File: config.mk
export PLATFORM = sky130hd
export DESIGN_NAME = serial_display_register
export DESIGN_NICKNAME = d
export VERILOG_FILES = /design/src/rtl/sdr_pkg.sv /design/src/rtl/sdr_shift_chain.sv /design/src/rtl/sdr_bank_latch.sv /design/src/rtl/sdr_cascade_out.sv /design/src/rtl/serial_display_register.sv
export SDC_FILE = /design/constraint.sdc
export NUM_CORES = 1
export LEC_CHECK = 0
export CORE_ASPECT_RATIO = 0.75
export CORE_MARGIN = 1
export CORE_UTILIZATION = 40
export CTS_CLUSTER_DIAMETER = 120
export DETAILED_ROUTE_END_ITERATION = 10
export MAX_ROUTING_LAYER = met4
export SKIP_LAST_GASP = 1
export SLEW_MARGIN = 40
export SYNTH_ARGS = -nofsm -noshare
export SYNTH_HDL_FRONTEND = slang
export SYNTH_SLANG_ARGS = --single-unit
File: constraint.sdc
create_clock -name clk -period 1.28 [get_ports clk]
set_input_delay 0.192 -clock clk [delete_from_list [all_inputs] [get_ports clk]]
set_output_delay 0.192 -clock clk [all_outputs]
set_load 0.03 [all_outputs]
File: src/rtl/sdr_pkg.sv
// Shared types for the serial display data register.
// Assumes: a single clock domain, the shift clock.
package sdr_pkg;

    // Chain-length select; the encoding matches the mode_half pin.
    typedef enum logic {
        MODE_STATIC = 1'b0,
        MODE_HALF   = 1'b1
    } disp_mode_e;

    // Number of latch banks that the chain is split into.
    localparam int NUM_BANKS = 2;

endpackage

File: src/rtl/sdr_shift_chain.sv
// Serial shift chain of NUM_BANKS*SEGS stages. Stage 1 is bit 0.
// The lower bank always shifts. The upper bank shifts only when half_en
// is set; otherwise it keeps its value.
// Assumes: synchronous active-low reset and a rising-edge capture.
module sdr_shift_chain
    import sdr_pkg::*;
#(
    parameter  int SEGS   = 160,
    localparam int STAGES = NUM_BANKS * SEGS
) (
    input  logic              clk,
    input  logic              rst_n,
    input  logic              data_in,
    input  logic              half_en,
    output logic [STAGES-1:0] sr_d,
    output logic [STAGES-1:0] sr_q
);

    // Next-state of each bank; the parameter picks the variant per bank.
    for (genvar g = 0; g < NUM_BANKS; g++) begin : g_bank
        localparam int LO = g * SEGS;
        localparam int HI = LO + SEGS - 1;
        if (g == 0) begin : g_head
            assign sr_d[HI:LO] = {sr_q[HI-1:LO], data_in};
        end else begin : g_tail
            assign sr_d[HI:LO] = half_en ? {sr_q[HI-1:LO], sr_q[LO-1]}
                                         : sr_q[HI:LO];
        end
    end

    // Chain register: clears on reset, otherwise takes the next state.
    always_ff @(posedge clk) begin
        if (!rst_n) sr_q <= '0;
        else        sr_q <= sr_d;
    end

endmodule

File: src/rtl/sdr_bank_latch.sv
// Display latch for one bank. It is modelled synchronously: hold_q
// follows the chain on every edge with the strobe high, and the output
// is the live chain while the strobe is high and hold_q otherwise. This
// behaves like a level latch, but no storage element is level sensitive.
// Assumes: the chain only changes on rising edges.
module sdr_bank_latch #(
    parameter int W = 160
) (
    input  logic         clk,
    input  logic         rst_n,
    input  logic         load,
    input  logic [W-1:0] d_next,
    input  logic [W-1:0] d_cur,
    output logic [W-1:0] q
);

    logic [W-1:0] hold_q;

    // Hold register: tracks the chain's next state while the strobe is high.
    always_ff @(posedge clk) begin
        if (!rst_n)    hold_q <= '0;
        else if (load) hold_q <= d_next;
    end

    // Output: transparent while loading, frozen otherwise.
    always_comb q = load ? d_cur : hold_q;

endmodule

File: src/rtl/sdr_cascade_out.sv
// Cascade output stage. It launches the tail bit of the active chain on
// the falling clock edge, which gives the next device half a period of
// setup before its rising edge.
// Assumes: the reset input is stable around falling edges.
module sdr_cascade_out (
    input  logic clk,
    input  logic rst_n,
    input  logic half_en,
    input  logic tap_static,
    input  logic tap_half,
    output logic data_out
);

    // Falling-edge launch of the selected tail stage.
    always_ff @(negedge clk) begin
        if (!rst_n) data_out <= 1'b0;
        else        data_out <= half_en ? tap_half : tap_static;
    end

endmodule

File: src/rtl/serial_display_register.sv
// Top level: serial chain, one display latch per bank, cascade output,
// and pass-through of clock and strobe for a following device.
// Assumes: everything runs in the shift clock domain; reset is
// synchronous and active low.
module serial_display_register
    import sdr_pkg::*;
#(
    parameter  int SEGS   = 160,
    localparam int STAGES = NUM_BANKS * SEGS
) (
    input  logic            clk,
    input  logic            rst_n,
    input  logic            data_in,
    input  logic            load_in,
    input  logic            mode_half,
    output logic            data_out,
    output logic            clk_out,
    output logic            load_out,
    output logic [SEGS-1:0] bank_a,
    output logic [SEGS-1:0] bank_b
);

    logic              half_en;
    logic [STAGES-1:0] sr_d;
    logic [STAGES-1:0] sr_q;
    logic [SEGS-1:0]   bank_w [NUM_BANKS];

    // Decode the mode pin against the shared encoding.
    always_comb half_en = (disp_mode_e'(mode_half) == MODE_HALF);

    sdr_shift_chain #(.SEGS(SEGS)) chain_i (
        .clk     (clk),
        .rst_n   (rst_n),
        .data_in (data_in),
        .half_en (half_en),
        .sr_d    (sr_d),
        .sr_q    (sr_q)
    );

    // One latch per bank, each fed by its own slice of the chain.
    for (genvar g = 0; g < NUM_BANKS; g++) begin : g_latch
        sdr_bank_latch #(.W(SEGS)) latch_i (
            .clk    (clk),
            .rst_n  (rst_n),
            .load   (load_in),
            .d_next (sr_d[g*SEGS +: SEGS]),
            .d_cur  (sr_q[g*SEGS +: SEGS]),
            .q      (bank_w[g])
        );
    end

    sdr_cascade_out casc_i (
        .clk        (clk),
        .rst_n      (rst_n),
        .half_en    (half_en),
        .tap_static (sr_q[SEGS-1]),
        .tap_half   (sr_q[STAGES-1]),
        .data_out   (data_out)
    );

    // Bank outputs and pass-through buffers for the next device.
    assign bank_a   = bank_w[0];
    assign bank_b   = bank_w[1];
    assign clk_out  = clk;
    assign load_out = load_in;

endmodule

==> results.sh, run 1 <==
export IMPL_gp_routability_congestion=0.8391
export IMPL_arrival_ns=1.84
export IMPL_dominantRegCellSynth="sky130_fd_sc_hd__dfxtp_1"
export IMPL_place_detailed_hpwl_um=40460
export IMPL_crit_fanout=1
export IMPL_fraction_of_registers_with_async_set_or_reset_after_synthesis_pct=0
export IMPL_timing_hold_worst_endpoint="g_latch[1].latch_i.hold_q[98]$_SDFFE_PN0P_"
export IMPL_floorplan_core_area_um2=59440
export IMPL_syn_area_um2=24300
export IMPL_wl_per_cell_um=16.27
export IMPL_static_leakage_power_nw=16.84
export IMPL_die_x_um=286.6
export IMPL_synth_compound_gate_area_share_pct=11.54
export IMPL_crit_path_cell_trace="buf_6"
export IMPL_worst_hold_path_num_cells=3
export IMPL_worst_r2r_path_depth=3
export IMPL_syn_inst=2425
export IMPL_power_ir_vdd_worst_uv=933.6
export IMPL_vias_per_cell=4.764
export IMPL_design_area_um2=37580
export IMPL_combinational_family_with_the_most_area_after_synthesis="simple AND/OR/NAND/NOR gates"
export IMPL_syn_to_final_growth_pct=54.68
export IMPL_synth_fa_ha_area_share_pct=0
export IMPL_max_cap_violations=0
export IMPL_route_antenna_remaining_nets=0
export IMPL_design_final_nets=3253
export IMPL_synth_simple_area_share_pct=17.34
export IMPL_crit_path_top_delay_cell="sky130_fd_sc_hd__dfxtp_2"
export IMPL_total_power_mw=43.65
export IMPL_detailroute_via_count=19480
export IMPL_die_height_um=215.4
export IMPL_critPathLaunchType="flip-flop"
export IMPL_first_iter_violations=849
export IMPL_power_density_cell_area_nw_per_um2=1161
export IMPL_outcome="complete, but fails checks"
export IMPL_synth_xor_area_share_pct=0
export IMPL_worst_r2r_endpoint="casc_i.data_out$_SDFF_NN0_"
export IMPL_cpPeakStageDelay_ns=0.32
export IMPL_layout_common_cells="sky130_fd_sc_hd__buf_4 (559), sky130_fd_sc_hd__dfxtp_2 (476), sky130_fd_sc_hd__buf_6 (313)"
export IMPL_finalClockSkew_ns=0.06162
export IMPL_dp_cells=3683
export IMPL_io_pins=328
export IMPL_critical_path_required_ns=1.09
export IMPL_instances_no_fill=4089
export IMPL_number_of_global_route_vias_before_repair=19620
export IMPL_overflow=0
export IMPL_post_cts_clock_slew_at_the_launch_and_capture_registers_of_the_worst_setup_and_hold_paths_ns=0.05
export IMPL_finalMaxSlewViolations=0
export IMPL_timing_critical_path_to_type="primary output"
export IMPL_area_sequential_um2=13430
export IMPL_synth_fp_nets=2430
export IMPL_nFillCells=4606
export IMPL_unrepaired_setup_endpoints_after_global_routing="true"
export IMPL_drt_drc_violations_left=0
export IMPL_portBuffers=327
export IMPL_clock_latency_ns=0.74
export IMPL_finalHoldViolCount=0
export IMPL_synth_edf_count=0
export IMPL_die_area_um2=61740
export IMPL_synth_lib_cells_used_distinct=17
export IMPL_muxShareOfSynthArea_pct=14.05
export IMPL_detail_route_wirelength_um=66520
export IMPL_final_setup_violation_count=322
export IMPL_pre_cts_slack_ns=-0.5294
export IMPL_tritoncts="yes"
export IMPL_violations="negative setup slack"
export IMPL_number_of_antenna_violations_at_the_first_check_in_global_routing=1
export IMPL_synthesis_yosys_warnings=0
export IMPL_layout_drive_gt1_share_pct=60.95
export IMPL_worst_setup_path_type="reg -> out"
export IMPL_synth_seq_area_share_pct=52.82
export IMPL_synth_ff_latch_count=641
export IMPL_mean_instance_size_in_the_synthesized_netlist_um2=10.02
export IMPL_worstReg2RegStart="chain_i.sr_q[319]$_SDFF_PN0_"
export IMPL_slew_limit_headroom_pct=78.79
export IMPL_hold_class="in -> reg"
export IMPL_initial_core_util_pct=40.87
export IMPL_grt_max_degree=83
export IMPL_rows=77
export IMPL_critical_path_buf_inv_count=1
export IMPL_setup_slack_ns=-0.7517
export IMPL_min_from="load_in"
export IMPL_multi_input_area_um2=11980
export IMPL_timing_reg2reg_setup_slack_ns=-0.04
export IMPL_cpLargestDelayFamily="flip-flops"
export IMPL_globalRouteTotalUtil_pct=21.45
export IMPL_hold_worst_slack_ns=0.02827
export IMPL_first_pass_iters=5
export IMPL_grt_pass1_wl_um=103900
export IMPL_post_dp_cell_area_um2=29920
export IMPL_layout_commonest_cell="sky130_fd_sc_hd__buf_4"
export IMPL_timing_worst_slew_pin_value_ns=0.3181
==> worst register-to-register path, stage by stage, from the launching register on <==
cell	delay, ns
sky130_fd_sc_hd__dfxtp_2	0.33
sky130_fd_sc_hd__buf_6	0.11
sky130_fd_sc_hd__mux2i_1	0.13
sky130_fd_sc_hd__nor2b_1	0.06
==> area by class of cell <==
class / instances / area share (%)
timing repair buffer: 931 / 23.57
tap: 790 / 2.630
antenna: 1 / 0.006659
sequential: 641 / 35.74
clock buffer: 105 / 5.667
clock inverter: 18 / 0.5127
multi-input combinational: 1603 / 31.87
==> metrics by stage <==
step	setup TNS (ns)	util (%)
after global routing	-108.66	63.22
after floorplan	-0.2723	-
final	-87.32	63.22
after detailed placement	-166.83	50.33
after CTS	-101.65	61.07
after global placement	-156.21	50.33
==> routing by layer <==
layer  wire length, um  share of wire [%]  track usage, %  vias to the layer above
li1                  -                  -               -                     9715
met1             29240                 44           26.10                     9307
met2             31770                 48           34.29                      333
met3              3415                5.1           5.539                      125
met4              2096                3.2           7.433                        0
met5                 0                  0               -                        -
==> worst max-delay path by stage <==
stage,slack [ns],start,endpoint,cells past startpoint
finish,-0.75,casc_i.data_out$_SDFF_NN0_,data_out,1
global route,-0.81,casc_i.data_out$_SDFF_NN0_,data_out,1
CTS,-0.79,casc_i.data_out$_SDFF_NN0_,data_out,1
detailed placement,-0.53,load_in,bank_b[130],4
global placement,-0.50,load_in,bank_b[106],4
floorplan,-0.26,mode_half,casc_i.data_out$_SDFF_NN0_,5
==> cells in the mapped netlist, types with 10 or more instances <==
library cell	instances	area, um2
sky130_fd_sc_hd__dfxtp_1	641	12830
sky130_fd_sc_hd__nand2_1	321	1205
sky130_fd_sc_hd__mux2i_1	161	1612
sky130_fd_sc_hd__nor2b_1	161	1007
sky130_fd_sc_hd__a21oi_1	160	800.8
sky130_fd_sc_hd__and2_1	160	1001
sky130_fd_sc_hd__mux2_2	160	1802
sky130_fd_sc_hd__nand2b_1	160	1001
sky130_fd_sc_hd__o21ai_0	150	750.7
sky130_fd_sc_hd__a21boi_1	129	968.4
sky130_fd_sc_hd__clkbuf_1	85	319.1
sky130_fd_sc_hd__buf_2	49	245.2
sky130_fd_sc_hd__buf_6	32	360.4
sky130_fd_sc_hd__a21boi_0	31	232.7
sky130_fd_sc_hd__buf_4	14	105.1
sky130_fd_sc_hd__o21ai_1	10	50.05
==> what timing repair did <==
action,4_1_cts,5_1_grt
hold buffers,9,0
setup endpoints to repair,322,327
gates cloned,6,0
gates resized for setup,1874,225
pin swaps,159,103
hold endpoints to repair,47,0
setup buffers,181,98
==> state kept, by name, indices dropped and copies added (netlist names) <==
signal and count:
chain_i.sr_q 320, g_latch.latch_i.hold_q 320, casc_i.data_out 1
==> kinds of logic (layout without fill, tap and decap cells) <==
group	count (synthesis)	in the layout
mux	321	321
flops	641	641
compound gates	480	480
buf+inv	181	1054
other cells	0	1
simple gates	802	802
==> power by group <==
group	total (mW)	internal, mW	switching, mW
registers	20.4	20.2	0.157
logic	3.02	1.43	1.59
clock network	20.2	12.3	7.98
(Power assumes the default switching activity.)
==> run 2: changes to the inputs <==
==> constraint.sdc (replaced) <==
create_clock -name clk -period 1.28 [get_ports clk]
set_input_delay 0.192 -clock clk [delete_from_list [all_inputs] [get_ports clk]]
set_output_delay 0.192 -clock clk [all_outputs]
set_load 0.1 [all_outputs]
==> results.sh, run 2 (synthesized netlist as in run 1, its figures left out) <==
export IMPL_critical_path_buf_inv_count=1
export IMPL_min_from="load_in"
export IMPL_vias_per_cell=4.784
export IMPL_grt_pass1_wl_um=99830
export IMPL_detail_route_wirelength_um=64450
export IMPL_critical_path_required_ns=1.09
export IMPL_first_pass_iters=4
export IMPL_io_pins=328
export IMPL_power_density_cell_area_nw_per_um2=1090
export IMPL_route_antenna_remaining_nets=0
export IMPL_finalClockSkew_ns=0.07078
export IMPL_die_x_um=286.6
export IMPL_floorplan_core_area_um2=59440
export IMPL_finalMaxSlewViolations=0
export IMPL_layout_common_cells="sky130_fd_sc_hd__dfxtp_2 (482), sky130_fd_sc_hd__buf_4 (462), sky130_fd_sc_hd__buf_12 (348)"
export IMPL_post_cts_clock_slew_at_the_launch_and_capture_registers_of_the_worst_setup_and_hold_paths_ns=0.06
export IMPL_globalRouteTotalUtil_pct=20.46
export IMPL_power_ir_vdd_worst_uv=869.4
export IMPL_static_leakage_power_nw=17.37
export IMPL_grt_max_degree=152
export IMPL_die_area_um2=61740
export IMPL_unrepaired_setup_endpoints_after_global_routing="true"
export IMPL_overflow=0
export IMPL_finalHoldViolCount=0
export IMPL_cpPeakStageDelay_ns=0.33
export IMPL_portBuffers=327
export IMPL_outcome="complete, but fails checks"
export IMPL_setup_slack_ns=-0.8093
export IMPL_max_cap_violations=0
export IMPL_design_final_nets=3163
export IMPL_maxUsedRoutingLayer="met4"
export IMPL_layout_drive_gt1_share_pct=60.99
export IMPL_critPathLaunchType="flip-flop"
export IMPL_syn_to_final_growth_pct=67.12
export IMPL_hold_worst_slack_ns=0.03491
export IMPL_timing_critical_path_from="casc_i.data_out$_SDFF_NN0_"
export IMPL_gp_routability_congestion=0.8226
export IMPL_layout_commonest_cell="sky130_fd_sc_hd__dfxtp_2"
export IMPL_worstReg2RegStart="chain_i.sr_q[159]$_SDFF_PN0_"
export IMPL_total_power_mw=44.24
export IMPL_detailroute_via_count=19120
export IMPL_timing_critical_path_to_type="primary output"
export IMPL_wl_met2_um=30990
export IMPL_initial_core_util_pct=40.87
export IMPL_hold_class="in -> reg"
export IMPL_pre_cts_slack_ns=-0.4916
export IMPL_crit_fanout=1
export IMPL_die_height_um=215.4
export IMPL_worst_setup_path_type="reg -> out"
export IMPL_number_of_global_route_vias_before_repair=19090
export IMPL_wire_length_on_met3_um=3657
export IMPL_top_regs="chain_i.sr_q x320, g_latch.latch_i.hold_q x320, casc_i.data_out x1"
export IMPL_drt_met1_wl_um=28050
export IMPL_number_of_antenna_violations_at_the_first_check_in_global_routing=2
export IMPL_cpLargestDelayFamily="flip-flops"
export IMPL_drt_drc_violations_left=0
export IMPL_timing_worst_slew_pin_value_ns=0.5680
export IMPL_wl_per_cell_um=16.13
export IMPL_final_setup_violation_count=322
export IMPL_first_iter_violations=822
export IMPL_rows=77
export IMPL_tritoncts="yes"
export IMPL_crit_path_cell_trace="buf_12"
export IMPL_clock_latency_ns=0.74
export IMPL_nFillCells=4180
export IMPL_arrival_ns=1.90
export IMPL_violations="negative setup slack"
export IMPL_crit_path_top_delay_cell="sky130_fd_sc_hd__dfxtp_2"
export IMPL_slew_limit_headroom_pct=62.14
export IMPL_place_detailed_hpwl_um=40280
-- run 2: layout make-up --
class / count / area, um2 / area share [%]
clock buffer: 99 / 1958 / 4.823
timing repair buffer: 840 / 10830 / 26.68
clock inverter: 21 / 230.2 / 0.5670
multi-input combinational: 1603 / 13150 / 32.39
sequential: 641 / 13440 / 33.10
antenna: 2 / 5.005 / 0.01233
tap: 790 / 988.4 / 2.434
-- run 2: final timing paths --
check / endpoint / slack [ns] / cells past startpoint
max: data_out / -0.81 / 1
min: g_latch[0].latch_i.hold_q[7]$_SDFFE_PN0P_ / 0.03 / 4
max reg2reg: casc_i.data_out$_SDFF_NN0_ / -0.07 / 3
min reg2reg: chain_i.sr_q[37]$_SDFF_PN0_ / 0.46 / 1
-- run 2: power by group --
part	switching (mW)	internal, mW	leakage [nW]
sequential	0.150	20.2	5.43
combinational	2.51	1.73	10.9
clock	8.14	11.5	1.07
total	10.8	33.4	17.4
-- run 2: per-layer routing --
| layer | track usage (%) | up-vias |
|---|---|---|
| li1 | - | 9526 |
| met4 | 6.435 | 0 |
| met1 | 25.05 | 9129 |
| met5 | - | - |
| met3 | 5.581 | 112 |
| met2 | 32.62 | 349 |
-- run 2: metrics by stage --
| stage | util [%] | std cells | TNS, ns | area, um2 |
|---|---|---|---|---|
| after floorplan | - | 2425 | -4.484 | 26210 |
| after global placement | 57.59 | 3537 | -43.48 | 34230 |
| after detailed placement | 57.59 | 3537 | -51.44 | 34230 |
| after CTS | 66.05 | 3899 | -119.01 | 39270 |
| after global routing | 68.31 | 3996 | -122.19 | 40600 |
| final | 68.31 | 3996 | -104.31 | 40600 |
-- run 2: repair_timing --
action                                  in CTS  in global routing
endpoints found under the hold margin       51                  0
resized for setup                          554                188
endpoints found under the setup margin     323                331
gates cloned                                 0                  2
buffers inserted                           236                111
pin swaps                                  100                 88
hold buffers                                 8                  0
-- run 2: worst reg2reg max path: cells and delay by family, from the launching register on --
| kind | cells | cell delay, ns |
|---|---|---|
| AND/OR/NAND/NOR | 1 | 0.06 |
| flip-flops | 1 | 0.33 |
| buffers and inverters | 1 | 0.11 |
| multiplexers | 1 | 0.16 |
==> run 3: changes to the inputs <==
--- a/config.mk
+++ b/config.mk
@@ -11,6 +11,7 @@
 export CTS_CLUSTER_DIAMETER = 120
 export DETAILED_ROUTE_END_ITERATION = 10
 export MAX_ROUTING_LAYER = met4
+export RECOVER_POWER = 100
 export SKIP_LAST_GASP = 1
 export SLEW_MARGIN = 40
 export SYNTH_ARGS = -nofsm -noshare
==> results.sh, run 3 (synthesized netlist as in run 1, its figures left out) <==
export IMPL_worst_setup_path_type="reg -> out"
export IMPL_worst_hold_path_num_cells=4
export IMPL_timing_reg2reg_setup_slack_ns=-0.07
export IMPL_instances_no_fill=3996
export IMPL_layout_drive_gt1_share_pct=60.92
export IMPL_timing_hold_worst_endpoint="g_latch[0].latch_i.hold_q[7]$_SDFFE_PN0P_"
export IMPL_tritoncts="yes"
export IMPL_layout_commonest_cell="sky130_fd_sc_hd__dfxtp_2"
export IMPL_timing_worst_slew_pin_value_ns=0.6882
export IMPL_syn_to_final_growth_pct=66.76
export IMPL_rows=77
export IMPL_die_area_um2=61740
export IMPL_number_of_antenna_violations_at_the_first_check_in_global_routing=2
export IMPL_drt_drc_violations_left=0
export IMPL_post_cts_clock_slew_at_the_launch_and_capture_registers_of_the_worst_setup_and_hold_paths_ns=0.06
export IMPL_critical_path_required_ns=1.09
export IMPL_timing_critical_path_from="casc_i.data_out$_SDFF_NN0_"
export IMPL_setup_tns_ns=-251.38
export IMPL_critical_path_buf_inv_count=1
export IMPL_floorplan_core_area_um2=59440
export IMPL_layout_common_cells="sky130_fd_sc_hd__dfxtp_2 (482), sky130_fd_sc_hd__buf_4 (463), sky130_fd_sc_hd__buf_12 (345)"
export IMPL_detail_route_wirelength_um=64460
export IMPL_pre_cts_slack_ns=-0.4916
export IMPL_first_pass_iters=5
export IMPL_grt_max_degree=152
export IMPL_grt_pass1_wl_um=99830
export IMPL_vias_per_cell=4.790
export IMPL_io_pins=328
export IMPL_clock_latency_ns=0.75
export IMPL_cpLargestDelayFamily="flip-flops"
export IMPL_worstReg2RegStart="chain_i.sr_q[159]$_SDFF_PN0_"
export IMPL_power_density_cell_area_nw_per_um2=1089
export IMPL_worst_r2r_endpoint="casc_i.data_out$_SDFF_NN0_"
export IMPL_critPathLaunchType="flip-flop"
export IMPL_cpPeakStageDelay_ns=0.33
export IMPL_violations="negative setup slack"
export IMPL_hold_class="in -> reg"
export IMPL_first_iter_violations=768
export IMPL_power_ir_vdd_worst_uv=869.4
export IMPL_detailroute_via_count=19140
export IMPL_finalHoldViolCount=0
export IMPL_place_detailed_hpwl_um=40280
export IMPL_crit_fanout=1
export IMPL_die_x_um=286.6
export IMPL_die_height_um=215.4
export IMPL_timing_critical_path_to_type="primary output"
export IMPL_top_regs="chain_i.sr_q x320, g_latch.latch_i.hold_q x320, casc_i.data_out x1"
export IMPL_route_antenna_remaining_nets=0
export IMPL_initial_core_util_pct=40.87
export IMPL_slew_limit_headroom_pct=54.12
export IMPL_max_cap_violations=0
export IMPL_outcome="complete, but fails checks"
export IMPL_portBuffers=327
export IMPL_dp_cells=3537
export IMPL_crit_path_top_delay_cell="sky130_fd_sc_hd__dfxtp_2"
export IMPL_number_of_global_route_vias_before_repair=19090
export IMPL_setup_slack_ns=-0.8086
export IMPL_worst_r2r_path_depth=3
export IMPL_design_final_nets=3163
export IMPL_static_leakage_power_nw=17.33
export IMPL_final_setup_violation_count=877
export IMPL_finalClockSkew_ns=0.07118
export IMPL_wl_per_cell_um=16.13
export IMPL_gp_routability_congestion=0.8226
export IMPL_finalMaxSlewViolations=0
export IMPL_globalRouteTotalUtil_pct=20.46
export IMPL_overflow=0
export IMPL_unrepaired_setup_endpoints_after_global_routing="true"
export IMPL_crit_path_cell_trace="buf_12"
export IMPL_arrival_ns=1.90
export IMPL_min_from="load_in"
run 3: how the worst max path moves through the flow:
stage	endpoint	slack (ns)	depth (start not counted)
after floorplan	casc_i.data_out$_SDFF_NN0_	-0.26	5
after global placement	clk_out	-0.49	1
after detailed placement	clk_out	-0.49	1
after CTS	data_out	-0.84	1
after global routing	data_out	-0.85	1
final	data_out	-0.81	1
run 3: report_power, final:
part           total, mW  internal, mW  leakage [nW]  switching [mW]
logic               4.22          1.71          10.8            2.51
clock network       19.5          11.4          1.07            8.14
registers           20.4          20.2          5.43           0.150
total               44.1          33.3          17.3            10.8
run 3: area by class of cell:
type                            count  area, um2
Timing Repair Buffer              840      10760
Antenna cell                        2      5.005
Sequential cell                   641      13440
Fill cell                        4194      18930
Clock buffer                       99       1946
Tap cell                          790      988.4
Clock inverter                     21      230.2
Multi-Input combinational cell   1603      13150
run 3: layer usage:
layer	GRT usage (%)	vias to the layer above	wire length, um
met5	-	-	0
met4	6.435	0	1746
met3	5.581	110	3720
met2	32.62	360	30830
met1	25.05	9140	28170
li1	-	9530	-
run 3: per-stage QoR:
step	utilization [%]	hold slack (ns)	cell area, um2	total power, mW
2_1_floorplan	-	0.3193	26210	23.95
3_3_place_gp	57.59	0.4380	34230	25.09
3_5_place_dp	57.59	0.4387	34230	25.14
4_1_cts	66.05	0.007202	39270	44.59
5_1_grt	68.16	0.01722	40520	45.62
6_report	68.16	0.03790	40520	44.12
run 3: what timing repair did:
item,in CTS,in global routing
hold buffers,8,0
gates resized for setup,554,188
pin swaps,100,88
gates cloned,0,2
hold endpoints to repair,51,0
setup buffers,236,111
setup endpoints to repair,323,331
